===== src/rtl/pwt_pkg.sv =====
package pwt_pkg;

    localparam int REG_W = 8;

    typedef struct packed {
        logic       src_sel;
        logic [1:0] unused;
        logic       wave_sel;
        logic       pin_en;
        logic       run;
        logic       irq_en;
        logic       flag;
    } pwt_ctrl_t;

    typedef enum logic {
        SRC_AUTO = 1'b0,
        SRC_BUS  = 1'b1
    } pwt_src_e;

    typedef enum logic {
        WAVE_PULSE = 1'b0,
        WAVE_CLOCK = 1'b1
    } pwt_wave_e;

    // Next register value for a bus write, with the source lock and W1C flag applied.
    function automatic pwt_ctrl_t pwt_apply_write(pwt_ctrl_t cur, logic [REG_W-1:0] wd);
        pwt_ctrl_t nxt;
        nxt          = cur;
        nxt.unused   = 2'b00;
        nxt.wave_sel = wd[4];
        nxt.pin_en   = wd[3];
        nxt.run      = wd[2];
        nxt.irq_en   = wd[1];
        if (!cur.run && !wd[2])
            nxt.src_sel = wd[7];
        if (wd[0])
            nxt.flag = 1'b0;
        return nxt;
    endfunction

endpackage


===== src/rtl/pwt_regs.sv =====
module pwt_regs
    import pwt_pkg::*;
#(
    parameter int ADDR_W    = 4,
    parameter int CTRL_ADDR = 2
) (
    input  logic              clk_i,
    input  logic              rst_i,
    input  logic [ADDR_W-1:0] addr_i,
    input  logic [REG_W-1:0]  wdata_i,
    input  logic              we_i,
    input  logic              timeout_i,
    output pwt_ctrl_t         ctrl_o,
    output logic [REG_W-1:0]  rdata_o,
    output logic              wr_hit_o
);

    localparam logic [ADDR_W-1:0] HIT_ADDR = ADDR_W'(CTRL_ADDR);

    pwt_ctrl_t ctrl_q, ctrl_d;
    logic      addr_hit;

    assign addr_hit = (addr_i == HIT_ADDR);
    assign wr_hit_o = we_i && addr_hit;

    always_comb begin
        ctrl_d = ctrl_q;
        if (wr_hit_o)
            ctrl_d = pwt_apply_write(ctrl_q, wdata_i);
        // A timeout outranks a same-cycle clear.
        if (timeout_i)
            ctrl_d.flag = 1'b1;
    end

    always_ff @(posedge clk_i) begin
        if (rst_i)
            ctrl_q <= '0;
        else
            ctrl_q <= ctrl_d;
    end

    assign ctrl_o  = ctrl_q;
    assign rdata_o = addr_hit ? REG_W'(ctrl_q) : '0;

endmodule


===== src/rtl/pwt_count.sv =====
module pwt_count #(
    parameter int CNT_W = 16
) (
    input  logic             clk_i,
    input  logic             rst_i,
    input  logic             run_i,
    input  logic             tick_i,
    input  logic [CNT_W-1:0] reload_i,
    output logic             timeout_o
);

    logic [CNT_W-1:0] cnt_q;
    logic             half_q;
    logic             at_zero;

    assign at_zero   = (cnt_q == '0);
    assign timeout_o = run_i && tick_i && at_zero && half_q;

    always_ff @(posedge clk_i) begin
        if (rst_i || !run_i) begin
            cnt_q  <= reload_i;
            half_q <= 1'b0;
        end else if (tick_i) begin
            if (at_zero) begin
                cnt_q  <= reload_i;
                half_q <= !half_q;
            end else begin
                cnt_q <= cnt_q - 1'b1;
            end
        end
    end

endmodule


===== src/rtl/pwt_wave.sv =====
module pwt_wave
    import pwt_pkg::*;
(
    input  logic      clk_i,
    input  logic      rst_i,
    input  logic      run_i,
    input  logic      pin_en_i,
    input  pwt_wave_e mode_i,
    input  logic      tick_i,
    input  logic      timeout_i,
    output logic      pulse_o,
    output logic      toggle_o,
    output logic      wave_o
);

    logic pulse_q, toggle_q;

    always_ff @(posedge clk_i) begin
        if (rst_i || !run_i) begin
            pulse_q  <= 1'b0;
            toggle_q <= 1'b0;
        end else begin
            if (timeout_i)
                pulse_q <= 1'b1;
            else if (tick_i)
                pulse_q <= 1'b0;
            if (timeout_i)
                toggle_q <= !toggle_q;
        end
    end

    assign pulse_o  = pulse_q;
    assign toggle_o = toggle_q;
    assign wave_o   = pin_en_i && run_i &&
                      ((mode_i == WAVE_CLOCK) ? toggle_q : pulse_q);

endmodule


===== src/rtl/periodic_wakeup_timer.sv =====
module periodic_wakeup_timer
    import pwt_pkg::*;
#(
    parameter int ADDR_W    = 4,
    parameter int CTRL_ADDR = 2,
    parameter int CNT_W     = 16
) (
    input  logic              clk_i,
    input  logic              rst_i,
    input  logic [ADDR_W-1:0] bus_addr_i,
    input  logic [7:0]        bus_wdata_i,
    input  logic              bus_we_i,
    output logic [7:0]        bus_rdata_o,
    input  logic [CNT_W-1:0]  reload_i,
    input  logic              auto_tick_i,
    input  logic              bus_tick_i,
    output logic              irq_o,
    output logic              ext_wave_o
);

    pwt_ctrl_t ctrl_q;
    logic      timeout, tick_sel, wr_hit, pulse_q, toggle_q;

    pwt_regs #(
        .ADDR_W    (ADDR_W),
        .CTRL_ADDR (CTRL_ADDR)
    ) u_regs (
        .clk_i     (clk_i),
        .rst_i     (rst_i),
        .addr_i    (bus_addr_i),
        .wdata_i   (bus_wdata_i),
        .we_i      (bus_we_i),
        .timeout_i (timeout),
        .ctrl_o    (ctrl_q),
        .rdata_o   (bus_rdata_o),
        .wr_hit_o  (wr_hit)
    );

    assign tick_sel = (pwt_src_e'(ctrl_q.src_sel) == SRC_BUS) ? bus_tick_i : auto_tick_i;

    pwt_count #(
        .CNT_W (CNT_W)
    ) u_count (
        .clk_i     (clk_i),
        .rst_i     (rst_i),
        .run_i     (ctrl_q.run),
        .tick_i    (tick_sel),
        .reload_i  (reload_i),
        .timeout_o (timeout)
    );

    pwt_wave u_wave (
        .clk_i     (clk_i),
        .rst_i     (rst_i),
        .run_i     (ctrl_q.run),
        .pin_en_i  (ctrl_q.pin_en),
        .mode_i    (pwt_wave_e'(ctrl_q.wave_sel)),
        .tick_i    (tick_sel),
        .timeout_i (timeout),
        .pulse_o   (pulse_q),
        .toggle_o  (toggle_q),
        .wave_o    (ext_wave_o)
    );

    assign irq_o = ctrl_q.irq_en && ctrl_q.flag;

endmodule


===== config.mk =====
export PLATFORM = sky130hd
export DESIGN_NAME = periodic_wakeup_timer
export DESIGN_NICKNAME = d
export VERILOG_FILES = /design/src/rtl/pwt_pkg.sv /design/src/rtl/pwt_regs.sv /design/src/rtl/pwt_count.sv /design/src/rtl/pwt_wave.sv /design/src/rtl/periodic_wakeup_timer.sv
export SDC_FILE = /design/constraint.sdc
export NUM_CORES = 1
export LEC_CHECK = 0
export BUFFER_PORTS_ARGS = -buffer_cell sky130_fd_sc_hd__buf_2
export CELL_PAD_IN_SITES_DETAIL_PLACEMENT = 0
export CELL_PAD_IN_SITES_GLOBAL_PLACEMENT = 1
export CORE_ASPECT_RATIO = 1.25
export CORE_UTILIZATION = 43
export CTS_CLUSTER_SIZE = 40
export DETAILED_ROUTE_END_ITERATION = 7
export PLACE_DENSITY = 0.93
export SLEW_MARGIN = 10
export SYNTH_ARGS = -nofsm -noshare
export SYNTH_HDL_FRONTEND = slang
export SYNTH_HIERARCHICAL = 1
export SYNTH_SLANG_ARGS = --single-unit

===== constraint.sdc =====
create_clock -name clk_i -period 5.19 [get_ports clk_i]
set_input_delay 1.038 -clock clk_i [delete_from_list [all_inputs] [get_ports clk_i]]
set_output_delay 1.038 -clock clk_i [all_outputs]
set_load 0.005 [all_outputs]

==> results of run 1 <==
==> per-stage QoR <==
| stage | hold slack [ns] | instance area (um^2) | setup slack, ns |
|---|---|---|---|
| 6_report | 0.490 | 1790 | 2.11 |
| 5_1_grt | 0.522 | 1790 | 2.04 |
| 3_3_place_gp | 0.460 | 1750 | 2.17 |
| 2_1_floorplan | 0.447 | 1560 | 2.51 |
| 3_5_place_dp | 0.471 | 1750 | 2.10 |
| 4_1_cts | 0.491 | 1790 | 2.09 |
==> routing by layer <==
| metal | track usage (%) | vias to the layer above | routed length [um] |
|---|---|---|---|
| li1 | - | 584 | - |
| met1 | 19.9 | 557 | 1240 |
| met2 | 32.3 | 39 | 1680 |
| met3 | 2.24 | 2 | 147 |
| met4 | 4.17 | 0 | 13 |
| met5 | 0 | - | 0 |
==> critical path, cell delays in order <==
cell and delay, ns:
buf_2 0.11, nor4b_4 0.57, and2_1 0.21, buf_2 0.11
==> state kept, by name (all words and copies together), names as in the netlist <==
name,count
u_count/half_q,1
u_wave/toggle_o,1
u_wave/pulse_o,1
u_count/cnt_q,16
u_regs/ctrl_o,6
==> how the worst max path moves through the flow <==
stage | end | slack, ns
detailed placement | bus_rdata_o[7] | 2.10
global route | bus_rdata_o[2] | 2.04
global placement | bus_rdata_o[0] | 2.17
floorplan | bus_rdata_o[0] | 2.51
finish | bus_rdata_o[7] | 2.11
CTS | bus_rdata_o[7] | 2.09
==> layout make-up <==
class                   count  area [um^2]  area share, %
clock inverters             1         5.00          0.279
flip-flops and latches     25          661           36.9
inverters                   7         26.3           1.47
well taps                  39         48.8           2.72
clock buffers               3         41.3           2.30
repair buffers             38          190           10.6
multi-input cells         104          820           45.7
==> power by group through the flow <==
stage / Sequential [mW] / Clock, mW / Combinational, mW
3_5_place_dp: 0.233 / 0 / 0.0393
2_1_floorplan: 0.231 / 0 / 0.0242
4_1_cts: 0.229 / 0.121 / 0.0395
6_report: 0.229 / 0.116 / 0.0390
3_3_place_gp: 0.233 / 0 / 0.0374
5_1_grt: 0.230 / 0.130 / 0.0436
==> impl_results.md, run 1 <==
- Setup Crit Path Kind: input pin to primary output
- RR Endpoint: u_count/cnt_q[14]
- Maxcap violations: 0
- Total GRT Usage: 17.0%
- Worst EP arrival: 2.04 ns
- Number of port buffers: 38
- Min-Delay Path Class: register to register
- Reg2Reg Depth: 6
- Worst-Margin Slew: 0.841 ns
- Synthesized area: 1560 um^2
- Share of cells above drive strength 1: 33.7%
- Global placer's final weighted congestion: 0.772
- Flop2flop setup slack: 2.85 ns
- CP Capture Type: primary output
- ANT cells: 0
- Leakage: 0.715 nW
- Final period util: 59.3%
- PD cells: 214 nW/um^2
- Share of total power in the clock network: 30.3%
- Crit path launch: bus_addr_i[0]
- Die ar.: 3860 um^2
- Fillers: 332
- GRT overflow: 0
- Max-slew violations: 0
- Skew-Pair Late Insertion Delay: 0.27 ns
- Req. time, crit path: 4.15 ns
- Layout net count: 214
- Rows: 24
- Ports: 43
- 1st-pass router iterations: 4
- Most frequent cells in the layout: 38 x buf_2, 16 x edfxtp_1, 12 x mux2_2
- CTS tree: done
- Ys Warns: 6
- Worst VDD drop: 0.136 mV
- Root Buffer: clkbuf_8
- Non-Filler Instances: 217
- Iteration-0 DRC Markers: 44
- Seq pwr share: 59.6%
- Minimum clock period: 3.08 ns
- Commonest non-fill, non-tap cell in the layout: buf_2
- Final setup viols: 0
- Clock Sink Count: 25
- Synth-to-Final Area Change: 15.2%
- Worst Skew: 0.00484 ns
- Dpl cells: 213
- Internal: 0.295 mW
- Hold Fails Final Rpt: 0
- Total chip power: 0.384 mW
- CORE AREA: 3480 um^2
- Critical Path Start Type: input pin
- Die X: 55.8 um
- HP Start: u_wave/pulse_o
- Wire per inst: 14.2 um
- Hold worst-path end: u_wave/pulse_o
- Initial Util: 44.6%
- Sw Pwr: 0.0889 mW
- Max FO, Critical Path: 13
- Highest Clock Rate: 325 MHz
- Global-route wire length before repair: 5380 um
- RR Startpoint: u_count/cnt_q[0]
- Initial antenna violation count: 0
- Clk buf depth: 2
- Setup TNS: 0 ns
- Switching Fraction: 23.2%
- DR vias: 1182
- Power share of the combinational group: 10.2%
- Outcome: complete, no violations
- Hold Path Cell Cnt: 2
- Die Y: 69.2 um
- Setup Fix Bufs, Post-CTS: 0
- Vias in the first global route: 1244
- H-tree depth: 1
- Post-CTS Hold Buffers: 0
- RSZ-0062 raised after global routing: no
- Total routed wirelength: 3080 um
- Post-CTS resize count: 0
- Syn avg cell area: 11.0 um^2
- Relative slew slack: 43.8%
- Hpwl dp: 2410 um
- Cells after Synth: 141
- Clk slew on worst S/H paths: 0.09 ns
- Post-route ant nets: 0
- Pin count of the biggest net entering global routing: 17
- Cts bufs inserted: 3
- Post-layout util: 51.4%
- Vias per std cell: 5.45
- Drt drc: 0
No activity file was read; power rests on OpenSTA's default activity.
==> run 2, diff against run 1 <==
--- a/config.mk
+++ b/config.mk
@@ -9,10 +9,10 @@
 export CELL_PAD_IN_SITES_DETAIL_PLACEMENT = 0
 export CELL_PAD_IN_SITES_GLOBAL_PLACEMENT = 1
 export CORE_ASPECT_RATIO = 1.25
-export CORE_UTILIZATION = 43
+export CORE_UTILIZATION = 40
 export CTS_CLUSTER_SIZE = 40
 export DETAILED_ROUTE_END_ITERATION = 7
-export PLACE_DENSITY = 0.93
+export PLACE_DENSITY = 0.88
 export SLEW_MARGIN = 10
 export SYNTH_ARGS = -nofsm -noshare
 export SYNTH_HDL_FRONTEND = slang
==> constraint.sdc (replaced) <==
create_clock -name clk_i -period 3.03 [get_ports clk_i]
set_input_delay 0.606 -clock clk_i [delete_from_list [all_inputs] [get_ports clk_i]]
set_output_delay 0.606 -clock clk_i [all_outputs]
set_load 0.005 [all_outputs]
==> run 2 against run 1 <==
Compared with the run above: largest power group unchanged; non-clock buffer count up 3; clock power up 78%; via count up 1.4%; first-iteration DRC count down 9.1%; global-route usage down 0.84 points; worst hold slack worse by 0.00078 ns; the flow now finishes with violations (DRC); die area up 7.3%; clock skew down 0.0033 ns.
==> impl_results.md, run 2 (synthesized netlist as in run 1, its figures left out) <==
- Number of port buffers: 38 (unchanged)
- Final setup viols: 0 (unchanged)
- Cts bufs inserted: 3 (unchanged)
- Setup TNS: 0 ns (unchanged)
- Max FO, Critical Path: 10 (-3)
- Layout net count: 217 (+1.4%)
- Post-CTS Hold Buffers: 0 (unchanged)
- Iteration-0 DRC Markers: 40 (-9.1%)
- Relative slew slack: 44.5% (+0.71 points)
- Biggest register: u_count/cnt_q
- CORE AREA: 3600 um^2 (+3.4%)
- Vias per std cell: 5.45 (about the same)
- Most frequent cells in the layout: 38 x buf_2, 16 x edfxtp_1, 12 x mux2_2
- H-tree depth: 1 (unchanged)
- Crit path launch: u_count/cnt_q[0]
- Hold Path Cell Cnt: 2 (unchanged)
- PD cells: 368 nW/um^2 (+72%)
- Die Y: 71.7 um (+3.6%)
- Total chip power: 0.669 mW (+74%)
- Register area: 661 um^2 (unchanged)
- Rows: 24 (unchanged)
- Share of cells above drive strength 1: 34.8% (+1.1 points)
- Wire per inst: 14.7 um (+3.8%)
- Leakage: 0.727 nW (+1.7%)
- Max-slew violations: 0 (unchanged)
- Min-Delay Path Class: register to register
- Worst Skew: 0.00157 ns (-0.00327 ns)
- Initial antenna violation count: 0 (unchanged)
- Clock Sink Count: 25 (unchanged)
- Fillers: 347 (+4.5%)
- CTS tree: done
- Worst EP arrival: 2.53 ns (+0.49 ns)
- RSZ-0062 raised after global routing: no
- Die ar.: 4140 um^2 (+7.3%)
- CP Capture Type: register
- Flop2flop setup slack: 0.69 ns (-2.16 ns)
- Outcome: complete, but fails checks
- Highest Clock Rate: 427 MHz
- Minimum clock period: 2.34 ns
- Failing checks: DRC
- HP Start: u_wave/pulse_o
- Post-CTS resize count: 0 (unchanged)
- RR Endpoint: u_regs/ctrl_o[0]
- Multi-input gate area: 820 um^2 (unchanged)
- Initial Util: 43.2% (-1.5 points)
- 1st-pass router iterations: 6 (+2)
- Hold Fails Final Rpt: 0 (unchanged)
- Clk slew on worst S/H paths: 0.09 ns (about the same)
- Die X: 57.8 um (+3.5%)
- Hpwl dp: 2420 um (+0.60%)
- Clk buf depth: 2 (unchanged)
- ANT cells: 0 (unchanged)
- Hold worst-path end: u_wave/pulse_o
- Commonest non-fill, non-tap cell in the layout: buf_2
- Req. time, crit path: 3.22 ns (-0.93 ns)
- Ports: 43 (unchanged)
- Pin count of the biggest net entering global routing: 17 (unchanged)
- Setup Crit Path Kind: register to register
- Maxcap violations: 0 (unchanged)
- Skew-Pair Late Insertion Delay: 0.27 ns (about the same)
- Final period util: 77.2%
- Worst-Margin Slew: 0.824 ns (-0.0164 ns)
- Total routed wirelength: 3240 um (+5.2%)
- GRT overflow: 0 (unchanged)
- Post-route ant nets: 0 (unchanged)
- Vias in the first global route: 1240 (-0.32%)
- Worst VDD drop: 0.174 mV (+28%)
- Setup Fix Bufs, Post-CTS: 0 (unchanged)
- RR Startpoint: u_count/cnt_q[0]
- Global placer's final weighted congestion: 0.765 (-0.96%)
- Total GRT Usage: 16.2% (-0.84 points)
- Drt drc: 1 (+1)
- Critical Path Start Type: register
- Max reg flops: 16 (unchanged)
- Global-route wire length before repair: 5300 um (-1.4%)
- DR vias: 1199 (+1.4%)
- Root Buffer: clkbuf_8
- Synth-to-Final Area Change: 16.8%
- Reg2Reg Depth: 7 (+1)
## run 2: cell count changes in the layout (fill, tap and decap cells not counted), sizes merged
cell      change
clkinv        -1
buf           +3
clkinvlp      +1
## run 2: layout make-up
cell class / count / area share, %
clock buffers: 3 / 2.27
clock inverters: 1 / 0.413
inverters: 7 / 1.45
multi-input cells: 104 / 45.1
flip-flops and latches: 25 / 36.4
well taps: 39 / 2.69
repair buffers: 41 / 11.7
## run 2: worst max path at each step
stage	cells past startpoint	to	slack, ns
after global routing	7	u_regs/ctrl_o[0]	0.43
after CTS	7	u_regs/ctrl_o[0]	0.70
final	7	u_regs/ctrl_o[0]	0.69
after floorplan	7	u_count/cnt_q[10]	0.95
after detailed placement	7	u_regs/ctrl_o[0]	0.73
after global placement	7	u_regs/ctrl_o[0]	0.79
## run 2: where the power goes
group          switching [mW]  internal, mW
Clock                   0.114        0.0932
Sequential             0.0167         0.376
Combinational          0.0298        0.0392
## run 2: critical path, stage by stage (launching register included)
cell and delay [ns]:
edfxtp_1 0.44, inv_1 0.14, ha_1 0.15, nor4b_1 0.45, nand4_4 0.25, nor3_1 0.50
nor2_1 0.08, a311oi_1 0.25
## run 2: routing by layer
| layer | up-vias | global-route usage [%] | wire length, um |
|---|---|---|---|
| li1 | 590 | - | - |
| met1 | 562 | 17.2 | 1350 |
| met2 | 45 | 32.0 | 1710 |
| met3 | 2 | 2.35 | 170 |
| met4 | 0 | 5.03 | 14 |
| met5 | - | 0 | 0 |
## run 2: stage by stage
step                      instances  utilization [%]  instance area (um^2)  hold slack (ns)  setup WS, ns
final                           220             50.4                  1820            0.489         0.690
after global routing            220             50.4                  1820            0.494         0.429
after CTS                       220             50.4                  1820            0.484         0.697
after detailed placement        216             49.1                  1770            0.463         0.726
after global placement          216             49.1                  1770            0.461         0.787
after floorplan                 142                -                  1560            0.447         0.948
==> run 3, diff against run 2 <==
==> constraint.sdc (replaced) <==
create_clock -name clk_i -period 2.4 [get_ports clk_i]
set_input_delay 0.48 -clock clk_i [delete_from_list [all_inputs] [get_ports clk_i]]
set_output_delay 0.48 -clock clk_i [all_outputs]
set_load 0.005 [all_outputs]
==> run 3 against run 2 <==
Compared with the run above: register-to-register slack worse by 0.44 ns; critical path type unchanged; the run still ends with DRC left; highest routed layer unchanged; total power increased by 23%; utilization rose by 0.52 points.
==> impl_results.md, run 3 (synthesized netlist as in run 1, its figures left out) <==
- Outcome: complete, but fails checks
- Failing checks: DRC
- Total GRT Usage: 15.5% (-0.66 points)
- Non-Filler Instances: 223 (+1.4%)
- Setup Fix Bufs, Post-CTS: 0 (unchanged)
- Synth-to-Final Area Change: 18.0%
- Critical Path Start Type: register
- GRT overflow: 0 (unchanged)
- RR Endpoint: u_count/cnt_q[11]
- Total routed wirelength: 2990 um (-7.7%)
- Worst path top cell family by delay: simple AND/OR/NAND/NOR gates
- Worst Skew: 0.00723 ns (+0.00567 ns)
- PD cells: 449 nW/um^2 (+22%)
- ANT cells: 0 (unchanged)
- Vias per std cell: 5.40 (-0.93%)
- Max reg flops: 16 (unchanged)
- Max stage delay on crit path: 0.43 ns (-0.07 ns)
- Biggest register: u_count/cnt_q
- Wire per inst: 13.4 um (-9.0%)
- Clk buf depth: 2 (unchanged)
- CTS tree: done
- Hold Path Cell Cnt: 2 (unchanged)
- Most frequent cells in the layout: 38 x buf_2, 16 x edfxtp_1, 12 x mux2_2
- Hpwl dp: 2370 um (-2.2%)
- Global placer's final weighted congestion: 0.783 (+2.4%)
- Worst-Margin Slew: 0.701 ns (-0.124 ns)
- Global-route wire length before repair: 5130 um (-3.3%)
- CORE AREA: 3600 um^2 (unchanged)
- Final period util: 89.8% (+13 points)
- Relative slew slack: 53.2% (+8.6 points)
- Vias in the first global route: 1252 (+0.97%)
- Root Buffer: clkbuf_8
- Flop2flop setup slack: 0.25 ns (-0.44 ns)
- Cts bufs inserted: 3 (unchanged)
- DR vias: 1204 (+0.42%)
- Post-route ant nets: 0 (unchanged)
- Post-CTS resize count: 0 (unchanged)
- Skew-Pair Late Insertion Delay: 0.26 ns (about the same)
- 1st-pass router iterations: 6 (unchanged)
- Rows: 24 (unchanged)
- Dpl cells: 219 (+1.4%)
- Worst VDD drop: 0.272 mV (+56%)
- HP Start: bus_wdata_i[0]
- Worst EP arrival: 2.17 ns (-0.36 ns)
- Minimum clock period: 2.15 ns (-0.186 ns)
- Final setup viols: 0 (unchanged)
- Max-slew violations: 0 (unchanged)
- Ports: 43 (unchanged)
- Number of port buffers: 38 (unchanged)
- Hold Fails Final Rpt: 0 (unchanged)
- Die ar.: 4140 um^2 (unchanged)
- Reg2Reg Depth: 7 (unchanged)
- Die X: 57.8 um (unchanged)
- Clk slew on worst S/H paths: 0.09 ns (about the same)
- RR Startpoint: u_count/cnt_q[0]
- Drt drc: 1 (unchanged)
- Highest Clock Rate: 464 MHz (+8.6%)
- H-tree depth: 1 (unchanged)
- Initial Util: 43.2% (unchanged)
- Commonest non-fill, non-tap cell in the layout: buf_2
- Pin count of the biggest net entering global routing: 17 (unchanged)
- Leakage: 0.745 nW (+2.4%)
- Share of cells above drive strength 1: 35.3% (+0.52 points)
- Req. time, crit path: 2.41 ns (-0.81 ns)
- Min-Delay Path Class: input pin to register
- Buf/Inv on CP: 2 (+1)
- RSZ-0062 raised after global routing: no
- Clock Sink Count: 25 (unchanged)
- Setup Crit Path Kind: register to register
- Cell Chain, Critical Path: inv_1 > ha_1 > nor4b_1 > buf_4 > nand4_4 > nand2_4 > mux2_2
- Post-CTS Hold Buffers: 0 (unchanged)
- Hold worst-path end: u_regs/ctrl_o[0]
- Slowest CP cell: edfxtp_1
- CP Capture Type: register
- Maxcap violations: 0 (unchanged)
- Iteration-0 DRC Markers: 34 (-15%)
- Max FO, Critical Path: 13 (+3)
- Die Y: 71.7 um (unchanged)
- Initial antenna violation count: 0 (unchanged)
- Setup TNS: 0 ns (unchanged)
- Layout net count: 220 (+1.4%)
-- run 3: routing by layer --
metal  up-vias  wire length (um)  track usage [%]
met5         -                 0                0
met4         0                14             2.91
met3         2               161             3.43
met2        37              1620             31.1
met1       567              1200             16.2
li1        598                 -                -
-- run 3: where the power goes --
group	internal, mW	switching (mW)
clock	0.118	0.125
sequential	0.474	0.0209
combinational	0.0503	0.0359
total	0.643	0.182
-- run 3: per-stage QoR --
step / hold WS (ns) / power (mW) / util, % / area, um^2 / setup WS (ns)
finish: 0.411 / 0.825 / 50.9 / 1840 / 0.246
global route: 0.411 / 0.864 / 50.9 / 1840 / 0.0945
CTS: 0.401 / 0.840 / 50.9 / 1840 / 0.222
detailed placement: 0.478 / 0.592 / 49.7 / 1790 / 0.239
global placement: 0.459 / 0.587 / 49.7 / 1790 / 0.306
floorplan: 0.447 / 0.552 / - / 1560 / 0.318
-- run 3: area by class of cell --
cell class | count | area, um^2
clock buffer | 4 | 45.0
fill | 324 | 1770
inverter | 7 | 26.3
multi-input combinational | 104 | 820
sequential | 25 | 661
tap | 39 | 48.8
timing repair buffer | 44 | 235
-- run 3: how the worst max path moves through the flow --
stage               cells after the start                end             start
detailed placement                      7  u_count/cnt_q[13]  u_count/cnt_q[0]
CTS                                     7  u_count/cnt_q[10]  u_count/cnt_q[0]
floorplan                               7  u_count/cnt_q[10]  u_count/cnt_q[0]
global placement                        7   u_count/cnt_q[0]  u_count/cnt_q[0]
global route                            7  u_count/cnt_q[11]  u_count/cnt_q[0]
finish                                  7  u_count/cnt_q[11]  u_count/cnt_q[0]
-- run 3: worst register-to-register path, cell delays in order (launching register included) --
cell,delay [ns]
edfxtp_1,0.43
inv_1,0.13
ha_1,0.15
nor4b_1,0.24
buf_4,0.18
nand4_4,0.18
nand2_4,0.24
mux2_2,0.37
